**src/rtl/plb_pkg.sv**
```systemverilog
package plb_pkg;
  typedef logic [3:0] rights_t;

  localparam rights_t RIGHT_READ   = 4'b0001;
  localparam rights_t RIGHT_WRITE  = 4'b0010;
  localparam rights_t RIGHT_EXEC   = 4'b0100;
  localparam rights_t RIGHT_PORTAL = 4'b1000;
endpackage

```
**src/rtl/plb_entry.sv**
```systemverilog
module plb_entry
  import plb_pkg::*;
#(
  parameter int ADDR_W   = 32,
  parameter int TURF_W   = 8,
  parameter int THREAD_W = 8
) (
  input  logic                clk_i,
  input  logic                rst_ni,
  input  logic                wr_en_i,
  input  logic                wr_valid_i,
  input  logic [ADDR_W-1:0]   wr_lo_i,
  input  logic [ADDR_W-1:0]   wr_hi_i,
  input  rights_t             wr_rights_i,
  input  logic [TURF_W-1:0]   wr_turf_i,
  input  logic                wr_turf_any_i,
  input  logic [THREAD_W-1:0] wr_thread_i,
  input  logic                wr_thread_any_i,
  input  logic [ADDR_W-1:0]   lk_addr_i,
  input  logic [TURF_W-1:0]   lk_turf_i,
  input  logic [THREAD_W-1:0] lk_thread_i,
  input  rights_t             lk_need_i,
  output logic                valid_o,
  output logic                grant_o
);
  logic                valid_q;
  logic [ADDR_W-1:0]   lo_q, hi_q;
  rights_t             rights_q;
  logic [TURF_W-1:0]   turf_q;
  logic                turf_any_q;
  logic [THREAD_W-1:0] thread_q;
  logic                thread_any_q;

  always_ff @(posedge clk_i or negedge rst_ni) begin
    if (!rst_ni) begin
      valid_q      <= 1'b0;
      lo_q         <= '0;
      hi_q         <= '0;
      rights_q     <= '0;
      turf_q       <= '0;
      turf_any_q   <= 1'b0;
      thread_q     <= '0;
      thread_any_q <= 1'b0;
    end else if (wr_en_i) begin
      valid_q      <= wr_valid_i;
      lo_q         <= wr_lo_i;
      hi_q         <= wr_hi_i;
      rights_q     <= wr_rights_i;
      turf_q       <= wr_turf_i;
      turf_any_q   <= wr_turf_any_i;
      thread_q     <= wr_thread_i;
      thread_any_q <= wr_thread_any_i;
    end
  end

  logic in_range, id_ok;

  always_comb begin
    in_range = (lk_addr_i >= lo_q) && (lk_addr_i < hi_q);
    id_ok    = (turf_any_q || (turf_q == lk_turf_i)) &&
               (thread_any_q || (thread_q == lk_thread_i));
    grant_o  = valid_q && in_range && id_ok && |(rights_q & lk_need_i);
  end

  assign valid_o = valid_q;

  p_remove_r10: assert property (@(posedge clk_i) disable iff (!rst_ni)
    wr_en_i && !wr_valid_i |=> !valid_o);

  p_install_r10: assert property (@(posedge clk_i) disable iff (!rst_ni)
    wr_en_i && wr_valid_i |=> valid_o);
endmodule

```
**src/rtl/plb_resp.sv**
```systemverilog
module plb_resp (
  input  logic clk_i,
  input  logic rst_ni,
  input  logic req_i,
  input  logic allow_i,
  output logic rsp_valid_o,
  output logic rsp_allow_o,
  output logic rsp_fault_o
);
  always_ff @(posedge clk_i or negedge rst_ni) begin
    if (!rst_ni) begin
      rsp_valid_o <= 1'b0;
      rsp_allow_o <= 1'b0;
      rsp_fault_o <= 1'b0;
    end else begin
      rsp_valid_o <= req_i;
      rsp_allow_o <= req_i && allow_i;
      rsp_fault_o <= req_i && !allow_i;
    end
  end

  p_one_verdict_r2: assert property (@(posedge clk_i) disable iff (!rst_ni)
    rsp_valid_o |-> (rsp_allow_o ^ rsp_fault_o));

  p_quiet_idle_r2: assert property (@(posedge clk_i) disable iff (!rst_ni)
    !rsp_valid_o |-> !rsp_allow_o && !rsp_fault_o);
endmodule

```
**src/rtl/region_plb.sv**
```systemverilog
module region_plb
  import plb_pkg::*;
#(
  parameter int ADDR_W     = 32,
  parameter int TURF_W     = 8,
  parameter int THREAD_W   = 8,
  parameter int ENTRIES    = 8,
  parameter bit INSTR_SIDE = 1'b0,
  localparam int IDX_W     = (ENTRIES > 1) ? $clog2(ENTRIES) : 1
) (
  input  logic                clk_i,
  input  logic                rst_ni,
  input  logic                wr_en_i,
  input  logic [IDX_W-1:0]    wr_idx_i,
  input  logic                wr_valid_i,
  input  logic [ADDR_W-1:0]   wr_lo_i,
  input  logic [ADDR_W-1:0]   wr_hi_i,
  input  logic [3:0]          wr_rights_i,
  input  logic [TURF_W-1:0]   wr_turf_i,
  input  logic                wr_turf_any_i,
  input  logic [THREAD_W-1:0] wr_thread_i,
  input  logic                wr_thread_any_i,
  input  logic                req_i,
  input  logic [ADDR_W-1:0]   req_addr_i,
  input  logic                req_kind_i,
  input  logic [TURF_W-1:0]   req_turf_i,
  input  logic [THREAD_W-1:0] req_thread_i,
  output logic                rsp_valid_o,
  output logic                rsp_allow_o,
  output logic                rsp_fault_o
);
  rights_t              need;
  logic [ENTRIES-1:0]   wr_sel;
  logic [ENTRIES-1:0]   valid_vec;
  logic [ENTRIES-1:0]   grant_vec;

  generate
    if (INSTR_SIDE) begin : g_instr
      assign need = req_kind_i ? RIGHT_PORTAL : RIGHT_EXEC;
    end else begin : g_data
      assign need = req_kind_i ? RIGHT_WRITE : RIGHT_READ;
    end
  endgenerate

  for (genvar g = 0; g < ENTRIES; g++) begin : g_ent
    assign wr_sel[g] = wr_en_i && (wr_idx_i == IDX_W'(g));

    plb_entry #(
      .ADDR_W  (ADDR_W),
      .TURF_W  (TURF_W),
      .THREAD_W(THREAD_W)
    ) u_entry (
      .clk_i          (clk_i),
      .rst_ni         (rst_ni),
      .wr_en_i        (wr_sel[g]),
      .wr_valid_i     (wr_valid_i),
      .wr_lo_i        (wr_lo_i),
      .wr_hi_i        (wr_hi_i),
      .wr_rights_i    (wr_rights_i),
      .wr_turf_i      (wr_turf_i),
      .wr_turf_any_i  (wr_turf_any_i),
      .wr_thread_i    (wr_thread_i),
      .wr_thread_any_i(wr_thread_any_i),
      .lk_addr_i      (req_addr_i),
      .lk_turf_i      (req_turf_i),
      .lk_thread_i    (req_thread_i),
      .lk_need_i      (need),
      .valid_o        (valid_vec[g]),
      .grant_o        (grant_vec[g])
    );
  end

  // overlapping matches combine by OR
  plb_resp u_resp (
    .clk_i      (clk_i),
    .rst_ni     (rst_ni),
    .req_i      (req_i),
    .allow_i    (|grant_vec),
    .rsp_valid_o(rsp_valid_o),
    .rsp_allow_o(rsp_allow_o),
    .rsp_fault_o(rsp_fault_o)
  );

  p_wr_single_r10: assert property (@(posedge clk_i) disable iff (!rst_ni)
    $onehot0(wr_sel));

  p_rsp_timing_r2: assert property (@(posedge clk_i) disable iff (!rst_ni)
    req_i |=> rsp_valid_o);

  p_idle_r2: assert property (@(posedge clk_i) disable iff (!rst_ni)
    !req_i |=> !rsp_valid_o && !rsp_allow_o && !rsp_fault_o);

  p_empty_faults_r11: assert property (@(posedge clk_i) disable iff (!rst_ni)
    req_i && (valid_vec == '0) |=> rsp_fault_o);
endmodule

```
**config.mk**
```make
export PLATFORM = sky130hd
export DESIGN_NAME = region_plb
export DESIGN_NICKNAME = d
export VERILOG_FILES = /design/src/rtl/plb_pkg.sv /design/src/rtl/plb_entry.sv /design/src/rtl/plb_resp.sv /design/src/rtl/region_plb.sv
export SDC_FILE = /design/constraint.sdc
export NUM_CORES = 2
export LEC_CHECK = 0
export ABC_CLOCK_PERIOD_IN_PS = 3300
export BUFFER_PORTS_ARGS = -buffer_cell sky130_fd_sc_hd__clkbuf_2
export CAP_MARGIN = 20
export CORE_UTILIZATION = 50
export DETAILED_ROUTE_END_ITERATION = 16
export PLACE_DENSITY = 0.74
export SYNTH_ARGS = -nofsm -noshare
export SYNTH_HDL_FRONTEND = slang
export SYNTH_SLANG_ARGS = --single-unit
```
**constraint.sdc**
```tcl
create_clock -name clk_i -period 3.3 [get_ports clk_i]
set_clock_uncertainty 0.2 [all_clocks]
set_input_delay 0.495 -clock clk_i [delete_from_list [all_inputs] [get_ports clk_i]]
set_output_delay 0.495 -clock clk_i [all_outputs]
set_load 0.02 [all_outputs]
```
After elaboration in Yosys (flattened, before gate mapping)
Index checks and enable logic that the tools add are counted.

storage, ports and cells
  input port bits = 143
  output and inout port bits = 3
  bits in registers = 699
  word-level logic and storage cells = 192

operators by class
  bitwise logic cells = 8
  multiplexer cells = 1
  equality and inequality tests = 23
  reduce and logical (&&, ||, !) cells = 77
  order comparisons = 16

operator list
  kind                number
  $ge 32x32->1        8
  $lt 32x32->1        8
  $eq 8x8->1          16
  $logic_and 1x1->1   50
  $and 4x2->4         8
  $reduce_or 4->1     8
  $logic_or 1x1->1    16
  $eq 3x3->1 const B  4
  $reduce_or 8->1     1
  $eq 3x2->1 const B  2
  $eq 3x1->1 const B  1
  $logic_not 3->1     1
  $mux 2              1
  $logic_not 1->1     1

Longest topological paths before layout
  depth after elaboration = 8
  mapped depth = 10

Cells and area by module
From an unflattened synthesis, not the netlist that was laid out.

unflattened totals
  cells, all modules = 4056
  area total of the unflattened synthesis = 39156.3 um^2

by module, submodules not included
  module                             times used  cells each  sequential area each (um^2)  area an instance (um^2)
  plb_entry at g_ent[0].u_entry ...  7           505         2177.1                       4874.7
  plb_entry at g_ent[4].u_entry      1           498         2177.1                       4844.6
  region_plb                         1           18          0.0                          97.6
  plb_resp                           1           5           75.1                         91.3

Worst setup path before layout
No wires, ideal clock.

  kind = input port to flip-flop
  start point = in req_addr_i[0]
  end point = reg u_resp.rsp_fault_o
  stages = 10
  arrival = 2793 ps
  data required time = 3032 ps
  setup time = 68 ps
  setup slack = 239 ps
  cells stage by stage = inv_1 -> ha_1 -> nand2b_4 -> a211oi_2 -> o21bai_1 -> a2111oi_1 -> nor4b_1 -> or4_4 -> a2111oi_2 -> and4_1

on the way
  word-level cells in the longest chain between the ends = 8
  elaborated cells on any way between the ends = 51
  classes of those cells = order compare (16); reduce/logical (35)

ends and longest elaborated chain
  element                                              line              source
  start: declaration                                   region_plb.sv:24  input logic [ADDR_W-1:0] req_addr_i,
  $ge 32x32->1 / $lt 32x32->1 (equally long branches)  plb_entry.sv:59   in_range = (lk_addr_i >= lo_q) && (lk_addr_i < hi_q);
  $logic_and 1x1->1                                    plb_entry.sv:59
  $logic_and 1x1->1 (3 in series)                      plb_entry.sv:62   grant_o = valid_q && in_range && id_ok && |(rights_q & lk_need_i);
  $reduce_or 8->1 (*)                                  region_plb.sv:78  .allow_i (|grant_vec),
  $logic_not 1->1 (*)                                  plb_resp.sv:18    rsp_fault_o <= req_i && !allow_i;
  $logic_and 1x1->1 (*)                                plb_resp.sv:18
  end signal: assignment                               plb_resp.sv:18
  end: declaration                                     plb_resp.sv:8     output logic rsp_fault_o

Every way passes the cells marked *; elsewhere a longest branch is shown, timed or not.
A chain may end at the register's enable or synchronous reset.

Worst setup path after layout
  start point = reg g_ent[2].u_entry.hi_q[2]
  end point = reg u_resp.rsp_fault_o

on the way
  word-level cells in the longest chain between the ends = 8

ends and longest elaborated chain
  element                          line              source
  start: declaration               plb_entry.sv:27   logic [ADDR_W-1:0] lo_q, hi_q;
  start signal: assignment         plb_entry.sv:47   hi_q <= wr_hi_i;
  $lt 32x32->1                     plb_entry.sv:59
  $logic_and 1x1->1                plb_entry.sv:59
  $logic_and 1x1->1 (3 in series)  plb_entry.sv:62
  $reduce_or 8->1                  region_plb.sv:78
  $logic_not 1->1                  plb_resp.sv:18
  $logic_and 1x1->1                plb_resp.sv:18

Every way passes these cells.

==> flow_summary.html <==
<table>
<tr><th>Metric</th><th>Value</th></tr>
<tr><th colspan="2">Finish</th></tr>
<tr><td>Total Nets Final</td><td>4578</td></tr>
<tr><td>Final standard cell count with taps included and fillers excluded</td><td>5025</td></tr>
<tr><td>Share of layout cells above drive strength 1</td><td>21.70%</td></tr>
<tr><td>Register Area</td><td>17090 sq um</td></tr>
<tr><td>Fill cell total of the finished layout</td><td>6164</td></tr>
<tr><td>Area growth from synthesis to final layout</td><td>15.43%</td></tr>
<tr><td>Most common cell after layout, fill and taps aside</td><td>sky130_fd_sc_hd__dfrtp_1</td></tr>
<tr><td>Footprint of the multi-input gates</td><td>19340 sq um</td></tr>
<tr><td>Layout Utilization</td><td>58.61%</td></tr>
<tr><td>Most frequent cells in the layout</td><td>sky130_fd_sc_hd__dfrtp_1 (683), sky130_fd_sc_hd__inv_1 (505), sky130_fd_sc_hd__ha_1 (504)</td></tr>
<tr><th colspan="2">Detailed routing</th></tr>
<tr><td>Count of routing violations after the opening detailed-route iteration</td><td>1771</td></tr>
<tr><td>Overall routed net length</td><td>100100 microns</td></tr>
<tr><td>Detailed-route DRC error count</td><td>0</td></tr>
<tr><td>Number of nets with antenna violations after routing</td><td>0</td></tr>
<tr><td>Detailed-routing iteration count for the pre-antenna-repair pass</td><td>6</td></tr>
<tr><td>Post-DR wirelength/cell</td><td>19.91 microns</td></tr>
<tr><td>Routed vias/inst</td><td>5.555</td></tr>
<tr><td>Via total after detailed routing</td><td>27920</td></tr>
<tr><th colspan="2">Floorplanning</th></tr>
<tr><td>Core footprint</td><td>76200 sq um</td></tr>
<tr><td>Die Outline Area</td><td>78500 sq um</td></tr>
<tr><td>Initial Utilization</td><td>50.77%</td></tr>
<tr><td>Horizontal die dimension</td><td>280.2 microns</td></tr>
<tr><td>Standard-cell rows</td><td>101</td></tr>
<tr><td>Io pins</td><td>146</td></tr>
<tr><td>Die span in y</td><td>280.2 microns</td></tr>
<tr><th colspan="2">STA</th></tr>
<tr><td>RSZ-0062 raised after global routing</td><td>true</td></tr>
<tr><td>Highest achievable clock rate</td><td>307.2 MHz</td></tr>
<tr><td>Sum Neg Setup Slack</td><td>0 ns</td></tr>
<tr><td>Post-route minimum period</td><td>3.255 ns</td></tr>
<tr><td>PnR worst setup slack</td><td>0.04494 ns</td></tr>
<tr><td>Number of endpoints failing setup at the final stage</td><td>0</td></tr>
<tr><td>Worst slew margin relative to its limit</td><td>45.66%</td></tr>
<tr><td>Slew at the pin with the worst max-slew slack</td><td>0.8066 ns</td></tr>
<tr><td>Share of the clock period used by the worst path</td><td>98.64%</td></tr>
<tr><td>Hold Fails Final Rpt</td><td>0</td></tr>
<tr><td>Max Transition Viols Final</td><td>0</td></tr>
<tr><th colspan="2">Global route</th></tr>
<tr><td>Via count of the first global-routing pass</td><td>28250</td></tr>
<tr><td>Global-route wire length before repair</td><td>157800 microns</td></tr>
<tr><td>GRT Overall Usage</td><td>25.98%</td></tr>
<tr><td>Residual overflow from global routing</td><td>0</td></tr>
<tr><td>Number of antenna violations at the first check in global routing</td><td>13</td></tr>
<tr><td>Largest net degree at the start of global routing</td><td>122</td></tr>
<tr><th colspan="2">Clock network</th></tr>
<tr><td>Maximum root-to-sink buffer count</td><td>3</td></tr>
<tr><td>Clock root cell</td><td>sky130_fd_sc_hd__clkbuf_16</td></tr>
<tr><td>Number of CTS-inserted buffers</td><td>77</td></tr>
<tr><td>Skew-Pair Late Insertion Delay</td><td>0.64 ns</td></tr>
<tr><td>CTS tree</td><td>done</td></tr>
<tr><td>Worst-path clk slew</td><td>0.06 ns</td></tr>
<tr><td>Clock sinks</td><td>683</td></tr>
<tr><td>CTS H-tree lvls</td><td>3</td></tr>
<tr><th colspan="2">Run status</th></tr>
<tr><td>Outcome</td><td>finished clean</td></tr>
<tr><th colspan="2">Placed design</th></tr>
<tr><td>Placed cells</td><td>4876</td></tr>
<tr><td>Final GP Congestion</td><td>0.9297</td></tr>
<tr><td>Worst slack after detailed placement</td><td>-0.6133 ns</td></tr>
<tr><td>Input/output buffers</td><td>143</td></tr>
<tr><td>Half-perimeter wire length after placement</td><td>70240 microns</td></tr>
<tr><th colspan="2">Yosys</th></tr>
<tr><td>Fraction of synthesis flops using an asynchronous set or reset pin</td><td>100.0%</td></tr>
<tr><td>Cell taking the most area after synthesis</td><td>sky130_fd_sc_hd__dfrtp_1</td></tr>
<tr><td>Number of flops mapped to enable cells by yosys</td><td>0</td></tr>
<tr><td>Count of different cell masters after synthesis</td><td>60</td></tr>
<tr><td>Synth Register Bits</td><td>683</td></tr>
<tr><td>Synthesized netlist net count</td><td>4317</td></tr>
<tr><td>Top FF cell, synth</td><td>sky130_fd_sc_hd__dfrtp_1</td></tr>
<tr><td>Netlist Area Pre-Place</td><td>38690 sq um</td></tr>
<tr><td>Yosys synthesis warning count</td><td>0</td></tr>
<tr><td>Portion of the post-synthesis area used by sequential elements</td><td>44.18%</td></tr>
<tr><td>Top post-synthesis cells by area</td><td>sky130_fd_sc_hd__dfrtp_1 (44%), sky130_fd_sc_hd__ha_1 (16%), sky130_fd_sc_hd__mux2_2 (13%), sky130_fd_sc_hd__inv_1 (4.9%), sky130_fd_sc_hd__o21ai_0 (4.0%)</td></tr>
<tr><td>Mean Syn Cell Area</td><td>10.54 sq um</td></tr>
<tr><td>Portion of synthesized cell area occupied by the leading cell type</td><td>44.18%</td></tr>
<tr><td>Cell count after synthesis</td><td>3670</td></tr>
<tr><th colspan="2">Worst setup path</th></tr>
<tr><td>Class of the most critical setup path</td><td>register to register</td></tr>
<tr><td>Max Fanout on Critical Path</td><td>2</td></tr>
<tr><td>CP startpoint</td><td>g_ent[2].u_entry.hi_q[2]</td></tr>
<tr><td>Crit. End Element</td><td>register</td></tr>
<tr><td>Critical Path RT</td><td>3.62 ns</td></tr>
<tr><td>Critical path data arrival time</td><td>3.58 ns</td></tr>
<tr><td>Startpoint class of the critical path</td><td>register</td></tr>
<tr><td>Launching point of the worst reg2reg path</td><td>g_ent[2].u_entry.hi_q[2]</td></tr>
<tr><th colspan="2">Hold path</th></tr>
<tr><td>Min-Delay Path Class</td><td>primary input to register</td></tr>
<tr><td>Hold Path Origin</td><td>wr_hi_i[1]</td></tr>
<tr><th colspan="2">Power and ir drop</th></tr>
<tr><td>Leakage power</td><td>21.82 nW</td></tr>
<tr><td>Total design power</td><td>0.02684 W</td></tr>
<tr><td>Peak supply drop</td><td>0.4594 mV</td></tr>
<tr><td>PwrDens</td><td>601.0 nW/um^2</td></tr>
<tr><th colspan="2">Run</th></tr>
<tr><td>Number of max-capacitance violations reported</td><td>0</td></tr>
</table>
==> final cells by class <==
type | instances | share of cell area [%]
inverter | 505 | 4.245
clock inverter | 21 | 0.6332
tap | 1030 | 2.886
clock buffer | 118 | 5.200
antenna | 4 | 0.02241
sequential | 683 | 38.27
multi-input combinational | 2365 | 43.31
timing repair buffer | 299 | 5.430
==> logic make-up (layout without fill, tap and decap cells) <==
group | count (synthesis) | count (layout) | synth area share [%]
fa+ha+maj | 504 | 504 | 16.30
mux | 440 | 440 | 12.79
compound gates | 687 | 687 | 10.44
simple gates | 606 | 606 | 7.338
flops | 683 | 683 | 44.18
other cells | 0 | 4 | 0
buf+inv | 622 | 943 | 6.057
xor+xnor | 128 | 128 | 2.898
==> worst max-delay path: stages (launching register included) <==
cell and delay [ns]:
sky130_fd_sc_hd__dfrtp_1 0.37, sky130_fd_sc_hd__inv_1 0.08, sky130_fd_sc_hd__ha_1 0.24, sky130_fd_sc_hd__a211oi_1 0.26
sky130_fd_sc_hd__o21ai_0 0.17, sky130_fd_sc_hd__a221oi_1 0.34, sky130_fd_sc_hd__buf_4 0.18, sky130_fd_sc_hd__o21ai_0 0.27
sky130_fd_sc_hd__a2111o_1 0.50, sky130_fd_sc_hd__o32ai_1 0.25, sky130_fd_sc_hd__a2111oi_4 0.07, sky130_fd_sc_hd__and4_1 0.21
==> cells in the mapped netlist (2+ instances only) <==
library cell and n:
sky130_fd_sc_hd__ha_1 504, sky130_fd_sc_hd__o211ai_1 10, sky130_fd_sc_hd__nand4b_1 6, sky130_fd_sc_hd__a21boi_0 7, sky130_fd_sc_hd__nor2b_1 12, sky130_fd_sc_hd__nand3_1 24
sky130_fd_sc_hd__mux2i_1 4, sky130_fd_sc_hd__nand2b_1 12, sky130_fd_sc_hd__xor2_1 120, sky130_fd_sc_hd__o32ai_1 2, sky130_fd_sc_hd__a21oi_1 172, sky130_fd_sc_hd__mux2_2 436
sky130_fd_sc_hd__o221ai_1 2, sky130_fd_sc_hd__or4_1 4, sky130_fd_sc_hd__o21a_1 9, sky130_fd_sc_hd__buf_2 7, sky130_fd_sc_hd__nand4_1 76, sky130_fd_sc_hd__a41oi_1 3
sky130_fd_sc_hd__nor4b_1 2, sky130_fd_sc_hd__buf_1 26, sky130_fd_sc_hd__inv_1 505, sky130_fd_sc_hd__nor3_1 15, sky130_fd_sc_hd__o311ai_0 2, sky130_fd_sc_hd__xnor2_1 8
sky130_fd_sc_hd__and4_1 10, sky130_fd_sc_hd__nor2_1 55, sky130_fd_sc_hd__a2111oi_0 14, sky130_fd_sc_hd__nor3b_1 5, sky130_fd_sc_hd__a2111o_1 5, sky130_fd_sc_hd__nand2_1 334
sky130_fd_sc_hd__a31oi_1 9, sky130_fd_sc_hd__o31ai_1 6, sky130_fd_sc_hd__o21bai_1 3, sky130_fd_sc_hd__a211o_1 4, sky130_fd_sc_hd__nor4_1 41, sky130_fd_sc_hd__a21o_1 89
sky130_fd_sc_hd__o21ai_0 312, sky130_fd_sc_hd__and3_1 4, sky130_fd_sc_hd__dfrtp_1 683, sky130_fd_sc_hd__a221oi_1 7, sky130_fd_sc_hd__or3_1 2, sky130_fd_sc_hd__a211oi_1 18
sky130_fd_sc_hd__clkbuf_1 84
==> metrics by stage <==
stage / area (sq um) / hold WS (ns)
floorplan: 38690 / -0.0005910
detailed placement: 41920 / 0.2744
CTS: 44600 / 0.0003685
global placement: 41920 / 0.2727
global route: 44650 / 0.03254
finish: 44660 / 0.02050
==> metal layers <==
layer	track usage (%)	vias to the layer above	share of wire [%]
met4	10.76	16	3.8
met3	4.755	210	6.0
met5	0	-	0.12
li1	-	13230	-
met1	34.76	13800	44
met2	41.49	659	46
==> sequential cells by signal, summed over array words and instances, names as in the netlist, 8 cells and up <==
register                    count
g_ent.u_entry.turf_q           64
g_ent.u_entry.turf_any_q        8
g_ent.u_entry.thread_any_q      8
g_ent.u_entry.hi_q            256
g_ent.u_entry.thread_q         64
g_ent.u_entry.rights_q         16
g_ent.u_entry.lo_q            256
g_ent.u_entry.valid_o           8
==> worst paths after layout <==
| path | cells past startpoint | endpoint | slack (ns) |
|---|---|---|---|
| hold reg to reg | 1 | g_ent[5].u_entry.lo_q[1] | 0.30 |
| setup reg to reg | 11 | u_resp.rsp_fault_o | 0.04 |
| max in group asynchronous | 4 | g_ent[1].u_entry.lo_q[19] | 1.83 |
| hold / removal | 3 | g_ent[4].u_entry.hi_q[1] | 0.02 |
| min in group asynchronous | 2 | g_ent[7].u_entry.lo_q[2] | 0.21 |
| setup / recovery | 11 | u_resp.rsp_fault_o | 0.04 |
==> power by group <==
group	internal (W)	leakage, nW	switching, W
clock	0.00520	1.27	0.00359
combinational	0.00326	12.3	0.00382
sequential	0.0102	8.25	0.000797
total	0.0186	21.8	0.00821
==> what timing repair did <==
action / in CTS / in global routing
buffers inserted: 0 / 0
gates resized for setup: 2 / 10
endpoints found under the hold margin: 59 / 0
pin swaps: 0 / 1
hold buffers: 6 / 0
setup endpoints to repair: 2 / 2
No activity file was read; power rests on OpenSTA's default activity.
